**src/rtl/isc_pkg.sv**
```systemverilog
package isc_pkg;
    localparam int WORD_BITS = 32;

    // write/read function codes: upper four address bits
    localparam logic [3:0] F_STAT      = 4'd0;
    localparam logic [3:0] F_STAT_SET  = 4'd1;
    localparam logic [3:0] F_STAT_CLR  = 4'd2;
    localparam logic [3:0] F_ENA       = 4'd3;
    localparam logic [3:0] F_ENA_SET   = 4'd4;
    localparam logic [3:0] F_ENA_CLR   = 4'd5;
    localparam logic [3:0] F_KIND      = 4'd6;
    localparam logic [3:0] F_SENSE     = 4'd7;
    localparam logic [3:0] F_STAT_ISET = 4'd8;
    localparam logic [3:0] F_STAT_ICLR = 4'd9;
    localparam logic [3:0] F_ENA_ISET  = 4'd10;
    localparam logic [3:0] F_ENA_ICLR  = 4'd11;
endpackage

```
**src/rtl/isc_sync.sv**
```systemverilog
module isc_sync #(
    parameter int W = 64
) (
    input  logic         clk,
    input  logic         rst,
    input  logic [W-1:0] din,
    output logic [W-1:0] lvl,
    output logic [W-1:0] prv
);
    typedef struct packed {
        logic [W-1:0] s1;
        logic [W-1:0] s2;
        logic [W-1:0] s3;
    } sync_t;

    sync_t sync_d, sync_q;

    always_comb begin
        sync_d    = sync_q;
        sync_d.s1 = din;
        sync_d.s2 = sync_q.s1;
        sync_d.s3 = sync_q.s2;
    end

    always_ff @(posedge clk or posedge rst) begin
        if (rst) sync_q <= '0;
        else     sync_q <= sync_d;
    end

    assign lvl = sync_q.s2;
    assign prv = sync_q.s3;
endmodule

```
**src/rtl/isc_wr_decode.sv**
```systemverilog
module isc_wr_decode
    import isc_pkg::*;
#(
    parameter int NUM_SRC = 64,
    parameter int ADDR_W  = 5,
    parameter int WORD_AW = 1
) (
    input  logic               wr_en,
    input  logic [ADDR_W-1:0]  wr_addr,
    input  logic [31:0]        wr_data,
    output logic [NUM_SRC-1:0] ena_set,
    output logic [NUM_SRC-1:0] ena_clr,
    output logic [NUM_SRC-1:0] st_set,
    output logic [NUM_SRC-1:0] st_clr,
    output logic [NUM_SRC-1:0] kind_we,
    output logic [NUM_SRC-1:0] sense_we,
    output logic [NUM_SRC-1:0] wbits
);
    logic [3:0]         fn;
    logic [WORD_AW-1:0] wsel;

    assign fn   = wr_addr[ADDR_W-1 -: 4];
    assign wsel = wr_addr[WORD_AW-1:0];

    always_comb begin
        ena_set  = '0;
        ena_clr  = '0;
        st_set   = '0;
        st_clr   = '0;
        kind_we  = '0;
        sense_we = '0;
        for (int i = 0; i < NUM_SRC; i++) begin
            logic in_word;
            logic hot;
            logic b;
            in_word  = wr_en && (wsel == WORD_AW'(i / WORD_BITS));
            hot      = wr_en && (wr_data == 32'(i));
            b        = wr_data[i % WORD_BITS];
            wbits[i] = b;
            case (fn)
                F_STAT_SET:  st_set[i]   = in_word & b;
                F_STAT_CLR:  st_clr[i]   = in_word & b;
                F_ENA_SET:   ena_set[i]  = in_word & b;
                F_ENA_CLR:   ena_clr[i]  = in_word & b;
                F_KIND:      kind_we[i]  = in_word;
                F_SENSE:     sense_we[i] = in_word;
                F_STAT_ISET: st_set[i]   = hot;
                F_STAT_ICLR: st_clr[i]   = hot;
                F_ENA_ISET:  ena_set[i]  = hot;
                F_ENA_ICLR:  ena_clr[i]  = hot;
                default: ;
            endcase
        end
    end
endmodule

```
**src/rtl/irq_capture.sv**
```systemverilog
module irq_capture
    import isc_pkg::*;
#(
    parameter int  NUM_SRC   = 64,
    localparam int NUM_WORDS = (NUM_SRC + WORD_BITS - 1) / WORD_BITS,
    localparam int WORD_AW   = (NUM_WORDS > 1) ? $clog2(NUM_WORDS) : 1,
    localparam int ADDR_W    = 4 + WORD_AW
) (
    input  logic               clk,
    input  logic               rst,
    input  logic [NUM_SRC-1:0] irq_in,
    input  logic               wr_en,
    input  logic [ADDR_W-1:0]  wr_addr,
    input  logic [31:0]        wr_data,
    input  logic [ADDR_W-1:0]  rd_addr,
    output logic [31:0]        rd_data,
    output logic [NUM_SRC-1:0] pending
);
    typedef struct packed {
        logic [NUM_SRC-1:0] ena;
        logic [NUM_SRC-1:0] stat;
        logic [NUM_SRC-1:0] kind;
        logic [NUM_SRC-1:0] sense;
    } regs_t;

    regs_t regs_d, regs_q;

    logic [NUM_SRC-1:0] lvl, prv;
    logic [NUM_SRC-1:0] ena_set, ena_clr, st_set, st_clr;
    logic [NUM_SRC-1:0] kind_we, sense_we, wbits;
    logic [NUM_SRC-1:0] active, hit;
    logic [NUM_SRC-1:0] ena_vec, stat_vec, kind_vec;

    isc_sync #(.W(NUM_SRC)) u_sync (
        .clk (clk),
        .rst (rst),
        .din (irq_in),
        .lvl (lvl),
        .prv (prv)
    );

    isc_wr_decode #(
        .NUM_SRC (NUM_SRC),
        .ADDR_W  (ADDR_W),
        .WORD_AW (WORD_AW)
    ) u_dec (
        .wr_en    (wr_en),
        .wr_addr  (wr_addr),
        .wr_data  (wr_data),
        .ena_set  (ena_set),
        .ena_clr  (ena_clr),
        .st_set   (st_set),
        .st_clr   (st_clr),
        .kind_we  (kind_we),
        .sense_we (sense_we),
        .wbits    (wbits)
    );

    always_comb begin
        regs_d = regs_q;
        // active level: input equals the sense bit
        active = ~(lvl ^ regs_q.sense);
        // qualified edge: rising when sense=1, falling when sense=0
        hit    = (regs_q.sense & lvl & ~prv) | (~regs_q.sense & ~lvl & prv);

        regs_d.ena   = (regs_q.ena & ~ena_clr) | ena_set;
        regs_d.kind  = (regs_q.kind & ~kind_we) | (wbits & kind_we);
        regs_d.sense = (regs_q.sense & ~sense_we) | (wbits & sense_we);
        // edge mode: sticky, new edge beats a clear; level mode: follow
        regs_d.stat  = (regs_q.kind & ((regs_q.stat & ~st_clr) | st_set | hit))
                     | (~regs_q.kind & active);
    end

    always_ff @(posedge clk or posedge rst) begin
        if (rst) regs_q <= '0;
        else     regs_q <= regs_d;
    end

    always_comb begin
        logic [3:0]         rfn;
        logic [WORD_AW-1:0] rw;
        rfn     = rd_addr[ADDR_W-1 -: 4];
        rw      = rd_addr[WORD_AW-1:0];
        rd_data = '0;
        for (int i = 0; i < NUM_SRC; i++) begin
            if (rw == WORD_AW'(i / WORD_BITS)) begin
                case (rfn)
                    F_STAT:  rd_data[i % WORD_BITS] = regs_q.stat[i];
                    F_ENA:   rd_data[i % WORD_BITS] = regs_q.ena[i];
                    F_KIND:  rd_data[i % WORD_BITS] = regs_q.kind[i];
                    F_SENSE: rd_data[i % WORD_BITS] = regs_q.sense[i];
                    default: ;
                endcase
            end
        end
    end

    assign pending  = regs_q.stat & regs_q.ena;
    assign ena_vec  = regs_q.ena;
    assign stat_vec = regs_q.stat;
    assign kind_vec = regs_q.kind;
endmodule

```
**config.mk**
```make
export PLATFORM = sky130hd
export DESIGN_NAME = irq_capture
export DESIGN_NICKNAME = d
export VERILOG_FILES = /design/src/rtl/isc_pkg.sv /design/src/rtl/isc_sync.sv /design/src/rtl/isc_wr_decode.sv /design/src/rtl/irq_capture.sv
export SDC_FILE = /design/constraint.sdc
export NUM_CORES = 1
export LEC_CHECK = 0
export BUFFER_PORTS_ARGS = -buffer_cell sky130_fd_sc_hd__buf_2
export CELL_PAD_IN_SITES_DETAIL_PLACEMENT = 0
export CELL_PAD_IN_SITES_GLOBAL_PLACEMENT = 1
export CORE_ASPECT_RATIO = 1.25
export CORE_UTILIZATION = 29
export DETAILED_ROUTE_END_ITERATION = 16
export GPL_ROUTABILITY_DRIVEN = 0
export PLACE_DENSITY_LB_ADDON = 0.1
export SYNTH_ARGS = -nofsm -noshare
export SYNTH_HDL_FRONTEND = slang
export SYNTH_SLANG_ARGS = --single-unit
```
**constraint.sdc**
```tcl
create_clock -name clk -period 42.4 [get_ports clk]
set_input_delay 12.72 -clock clk [delete_from_list [all_inputs] [get_ports clk]]
set_output_delay 12.72 -clock clk [all_outputs]
set_load 0.005 [all_outputs]
```
# --- Word level (Yosys, flattened, before mapping) ---
# Index checks and enable logic that the tools add are counted.
op_classes:
  shifts: 0
  addsub: 0
  bitwise: 95
  mul: 0
  order_cmp: 0
  div: 0
  n_eq_ne: 76
  n_reduce_logical: 68
  mux: 388
ops:
  columns: ["cell", "count"]
  rows:
  - ["$eq 32x6->1 const B", 32]
  - ["$and 64x64->64", 13]
  - ["$not 64->64", 9]
  - ["$eq 32x5->1 const B", 16]
  - ["$pmux 1 s2", 256]
  - ["$or 64x64->64", 7]
  - ["$eq 32x4->1 const B", 8]
  - ["$pmux 1 s4", 64]
  - ["$eq 32x3->1 const B", 4]
  - ["$mux 1", 68]
  - ["$logic_and 1x1->1", 66]
  - ["$and 1x1->1", 64]
  - ["$eq 32x2->1 const B", 2]
  - ["$xor 64x64->64", 1]
  - ["$eq 32x1->1 const B", 1]
  - ["$logic_not 32->1", 1]
  - ["$eq 4x3->1 const B", 6]
  - ["$eq 4x4->1 const B", 4]
  - ["$eq 4x2->1 const B", 2]
  - ["$eq 4x1->1 const B", 1]
  - ["$logic_not 4->1", 1]
  - ["$not 1->1", 1]
word_totals:
  inputBits: 109
  n_memories: 0
  latch_bits: 0
  ff_bits: 448
  ramBits: 0
  output_inout_bits: 96
  word_cells: 634
  rom_bits: 0

# --- Longest topological paths before layout ---
depth:
  ltp_word: 10
  mapped_depth: 8
  ltp_nobuf: 6

# --- Cells and area by module ---
# A second synthesis with hierarchy kept.
hier_totals:
  hier_cells: 2581
  hier_area_um2: 25205.4
modules_own_cells:
  columns: ["module", "cells_per_inst", "instances", "area_each_um2", "seq_area_each_um2"]
  rows:
  - ["irq_capture", 1626, 1, 15731.3, 6406.1]
  - ["isc_sync", 257, 1, 5288.8, 4804.6]
  - ["isc_wr_decode", 698, 1, 4185.3, 0.0]

# --- Worst setup path before layout ---
# Ideal clock, no wire load.
synth_timing:
  path_kind: "input -> output"
  start: "input rd_addr[2]"
  end: "output rd_data[10]"
  arrival_ns: 14.140
  path_slack_ns: 15.540
  stages: 5
  required_time_ns: 29.680
  path_buffers: 2
  path_cell_list: "nor4_2 clkbuf_1 buf_2 a22oi_1 a31oi_1"
synth_via:
  elab_chain_len: 5
  word_cells_on_any_way: 8
  classes_between: "eq/ne (3); mux (4); reduce/logical (1)"
synth_rtl:
  columns: ["item", "line", "rtl"]
  rows:
  - ["start, declared", "irq_capture.sv:15", "input logic [ADDR_W-1:0] rd_addr,"]
  - ["$eq 4x3->1 (tied with other cells)", "irq_capture.sv:87", "case (rfn)"]
  - ["$pmux 1 s4", "irq_capture.sv:87", null]
  - ["$mux 1", "irq_capture.sv:86", "if (rw == WORD_AW'(i / WORD_BITS)) begin"]
  - ["$pmux 1 s4", "irq_capture.sv:87", null]
  - ["$mux 1 *", "irq_capture.sv:86", null]
  - ["end, declared", "irq_capture.sv:16", "output logic [31:0] rd_data,"]
# Mark *: on every way between the ends. The rest lies on a longest branch, timed or not.

# --- Final worst setup path ---
layout_timing:
  start: "input rd_addr[3]"
  end: "output rd_data[30]"
# Same word-level chain as after synthesis.

==> summary.txt <==
Outcome
  – Status: completed

Global routing
  – First-pass GRT wire length: 133000 µm
  – Vias in the first global route: 19.1k
  – Remaining Overflow, GRT: 0
  – Largest net degree at the start of global routing: 147
  – GR Util All Layers: 22.9%
  – Antenna violations before repair: 2

Finish
  – Multi-input gate area: 10500 µm²
  – P&R area growth vs syn: 18.0%
  – Share of cells above drive strength 1: 17.8%
  – Filler instances: 7868
  – Final nets: 2576
  – Layout Utilization: 34.6%
  – ANT cells: 0
  – Register area: 11200 µm²

Min path
  – Hold Crit Class: reg -> reg
  – Hold depth: 0
  – HP Start: u_sync.sync_d[105]
  – Hold path endpoint: u_sync.lvl[41]

Floorplanning
  – Initial core utilization: 29.3%
  – Die Ht: 315 µm
  – Chip width: 252 µm
  – IO Count: 205
  – Die area: 79300 µm²
  – Row count: 114
  – CORE AREA: 77300 µm²

Setup path
  – Crit path launch: rd_addr[3]
  – Reg2reg end: stat_vec[42]
  – Kind of critical path: in -> out
  – Worst reg2reg path depth: 5
  – Maximum fanout along the worst path: 48
  – CP Launch Type: input pin
  – Crit path required time: 29680 ps
  – Arr. time, crit path: 15050 ps
  – Endpoint type of the worst setup path: primary output
  – Reg2reg setup slack: 40880 ps

Synthesis
  – #FFs+latches synth: 448
  – Yosys top cell area share: 49.5%
  – Syn nets: 2414
  – Asr flop ratio synth: 100%
  – Synthesized area: 22700 µm²
  – Synth cell types: 48
  – Synth Instances: 2177
  – Top post-synthesis cells by count: dfrtp_1, nand2_1, inv_1
  – Synth area leader: dfrtp_1
  – Most frequent cell after synthesis: dfrtp_1
  – Ys Warns: 0
  – Top FF cell, synth: dfrtp_1
  – Synth top area cells: dfrtp_1, ha_1, o211ai_1
  – Post-synth EDFFs: 0
  – Syn avg cell area: 10.4 µm²
  – Seq/Total Area, Yosys: 49.5%

STA
  – Final Critical Period: 27770 ps
  – Max frequency: 0.0360 GHz
  – Hold Fails Final Rpt: 0
  – Final setup violating endpoints: 0
  – Slew Viols, Final: 0
  – WHS: 345 ps
  – Setup TNS Final: 0 ps
  – Unrepaired setup endpoints after global routing: no
  – Fin crit share: 65.5%
  – Clk_skew: 12.4 ps
  – Slew at the pin closest to its max-slew limit: 1140 ps
  – Slew HR: 24.0%

Route
  – # DRC: 0
  – WL final: 90700 µm
  – Post-DRT Antenna Nets: 0
  – Iter 0 DRT Violations: 1112
  – DR WL/cell: 26.5 µm
  – Initial DRT Pass Iterations: 5
  – Via density: 5.40
  – Vias post-DR: 18.5k

Clock network
  – Clk slew on worst S/H paths: 60 ps
  – Clk Latency, worst-skew pair: 630 ps
  – Num CTS Buffers: 55
  – Clk root buf: clkbuf_16
  – Longest Clk Path Bufs: 3
  – Post-cts repair resize count: 0
  – # hold bufs at CTS: 0
  – Post-CTS setup buffer count: 0
  – H-tree depth: 2
  – CTS sink count: 448
  – CTS tree: built

Placed design
  – HPWL after DPL: 62100 µm
  – Port Buf Inserts: 204

Pwr
  – Power per cell area: 49.9 nW/µm²
  – Worst vdd ir: 32.2 µV
  – Leak pwr: 12.0 nW

Run
  – Max-Cap Viols: 0
## worst max-delay path: stages
cell and delay (ps):
buf_2 160, nor4bb_4 290, buf_4 300, buf_4 560, a221o_1 250, a221oi_1 50, a31oi_1 390, buf_2 200
## cell families (layout without fill, tap and decap cells)
kind of cell	count (synthesis)	in the layout	synth area share, %
AOI/OAI and AO/OA	600	600	19.1
adders and majority gates	128	128	7.07
buffers and inverters	267	471	4.59
DFF	448	448	49.5
muxes	128	128	6.01
and+or+nand+nor	606	606	13.7
## layout make-up
| type | instances | share of cell area [%] |
|---|---|---|
| flip-flops and latches | 448 | 41.9 |
| multi-input cells | 1462 | 39.3 |
| clock inverters | 26 | 1.39 |
| repair buffers | 231 | 4.62 |
| inverters | 141 | 2.01 |
| well taps | 1044 | 4.88 |
| clock buffers | 73 | 5.85 |
## worst max-delay path by stage
stage	endpoint	depth (start not counted)	slack (ps)
floorplan	rd_data[10]	5	15540
global placement	rd_data[30]	8	14690
detailed placement	rd_data[30]	8	14620
CTS	rd_data[30]	8	14600
global route	rd_data[30]	8	14500
finish	rd_data[30]	8	14630
## metrics by stage
step	worst slack (ps)	instance area, µm²	power [mW]	instances
floorplan	15540	22700	0.716	2177
global placement	14690	24800	0.827	3326
detailed placement	14620	24800	0.833	3326
CTS	14600	26700	1.36	3425
global route	14500	26700	1.41	3425
finish	14630	26700	1.33	3425
## layout by cell type, fill, tap and decap left out, drive strengths merged, types with 2 or more instances in the layout
cell type / netlist / layout
buf: 21 / 231
a211o: 38 / 38
a21oi: 32 / 32
nand2b: 56 / 56
o2111ai: 16 / 16
and3: 3 / 3
bufinv: 0 / 9
a221o: 32 / 32
nor2: 106 / 106
o211a: 4 / 4
mux2i: 64 / 64
o32a: 12 / 12
and3b: 2 / 2
clkbuf: 105 / 73
nor4: 8 / 8
nor2b: 9 / 9
mux2: 64 / 64
ha: 128 / 128
nand4: 10 / 10
clkinv: 0 / 12
o211ai: 132 / 132
and2: 71 / 71
nor4bb: 2 / 2
inv: 141 / 144
a22oi: 64 / 64
and4b: 2 / 2
clkinvlp: 0 / 2
a221oi: 32 / 32
o221ai: 44 / 44
dfrtp: 448 / 448
nand3: 70 / 70
nand3b: 18 / 18
a31oi: 52 / 52
nand2: 230 / 230
o21ai: 124 / 124
nor3: 10 / 10
a311o: 2 / 2
and4: 6 / 6
a21o: 16 / 16
## layer usage
metal / routed length, µm / track usage, % / share of wire, %
met4: 4040 / 9.90 / 4.5
met3: 3820 / 3.19 / 4.2
met1: 36500 / 27.3 / 40
met2: 46300 / 40.9 / 51
met5: 13 / 0 / 0.014
## report_power, final
group | switching, mW | internal (mW)
Sequential | 0.0812 | 0.500
Clock | 0.200 | 0.312
Combinational | 0.130 | 0.112
Total | 0.411 | 0.924
Power figures use the tool's default switching activity.
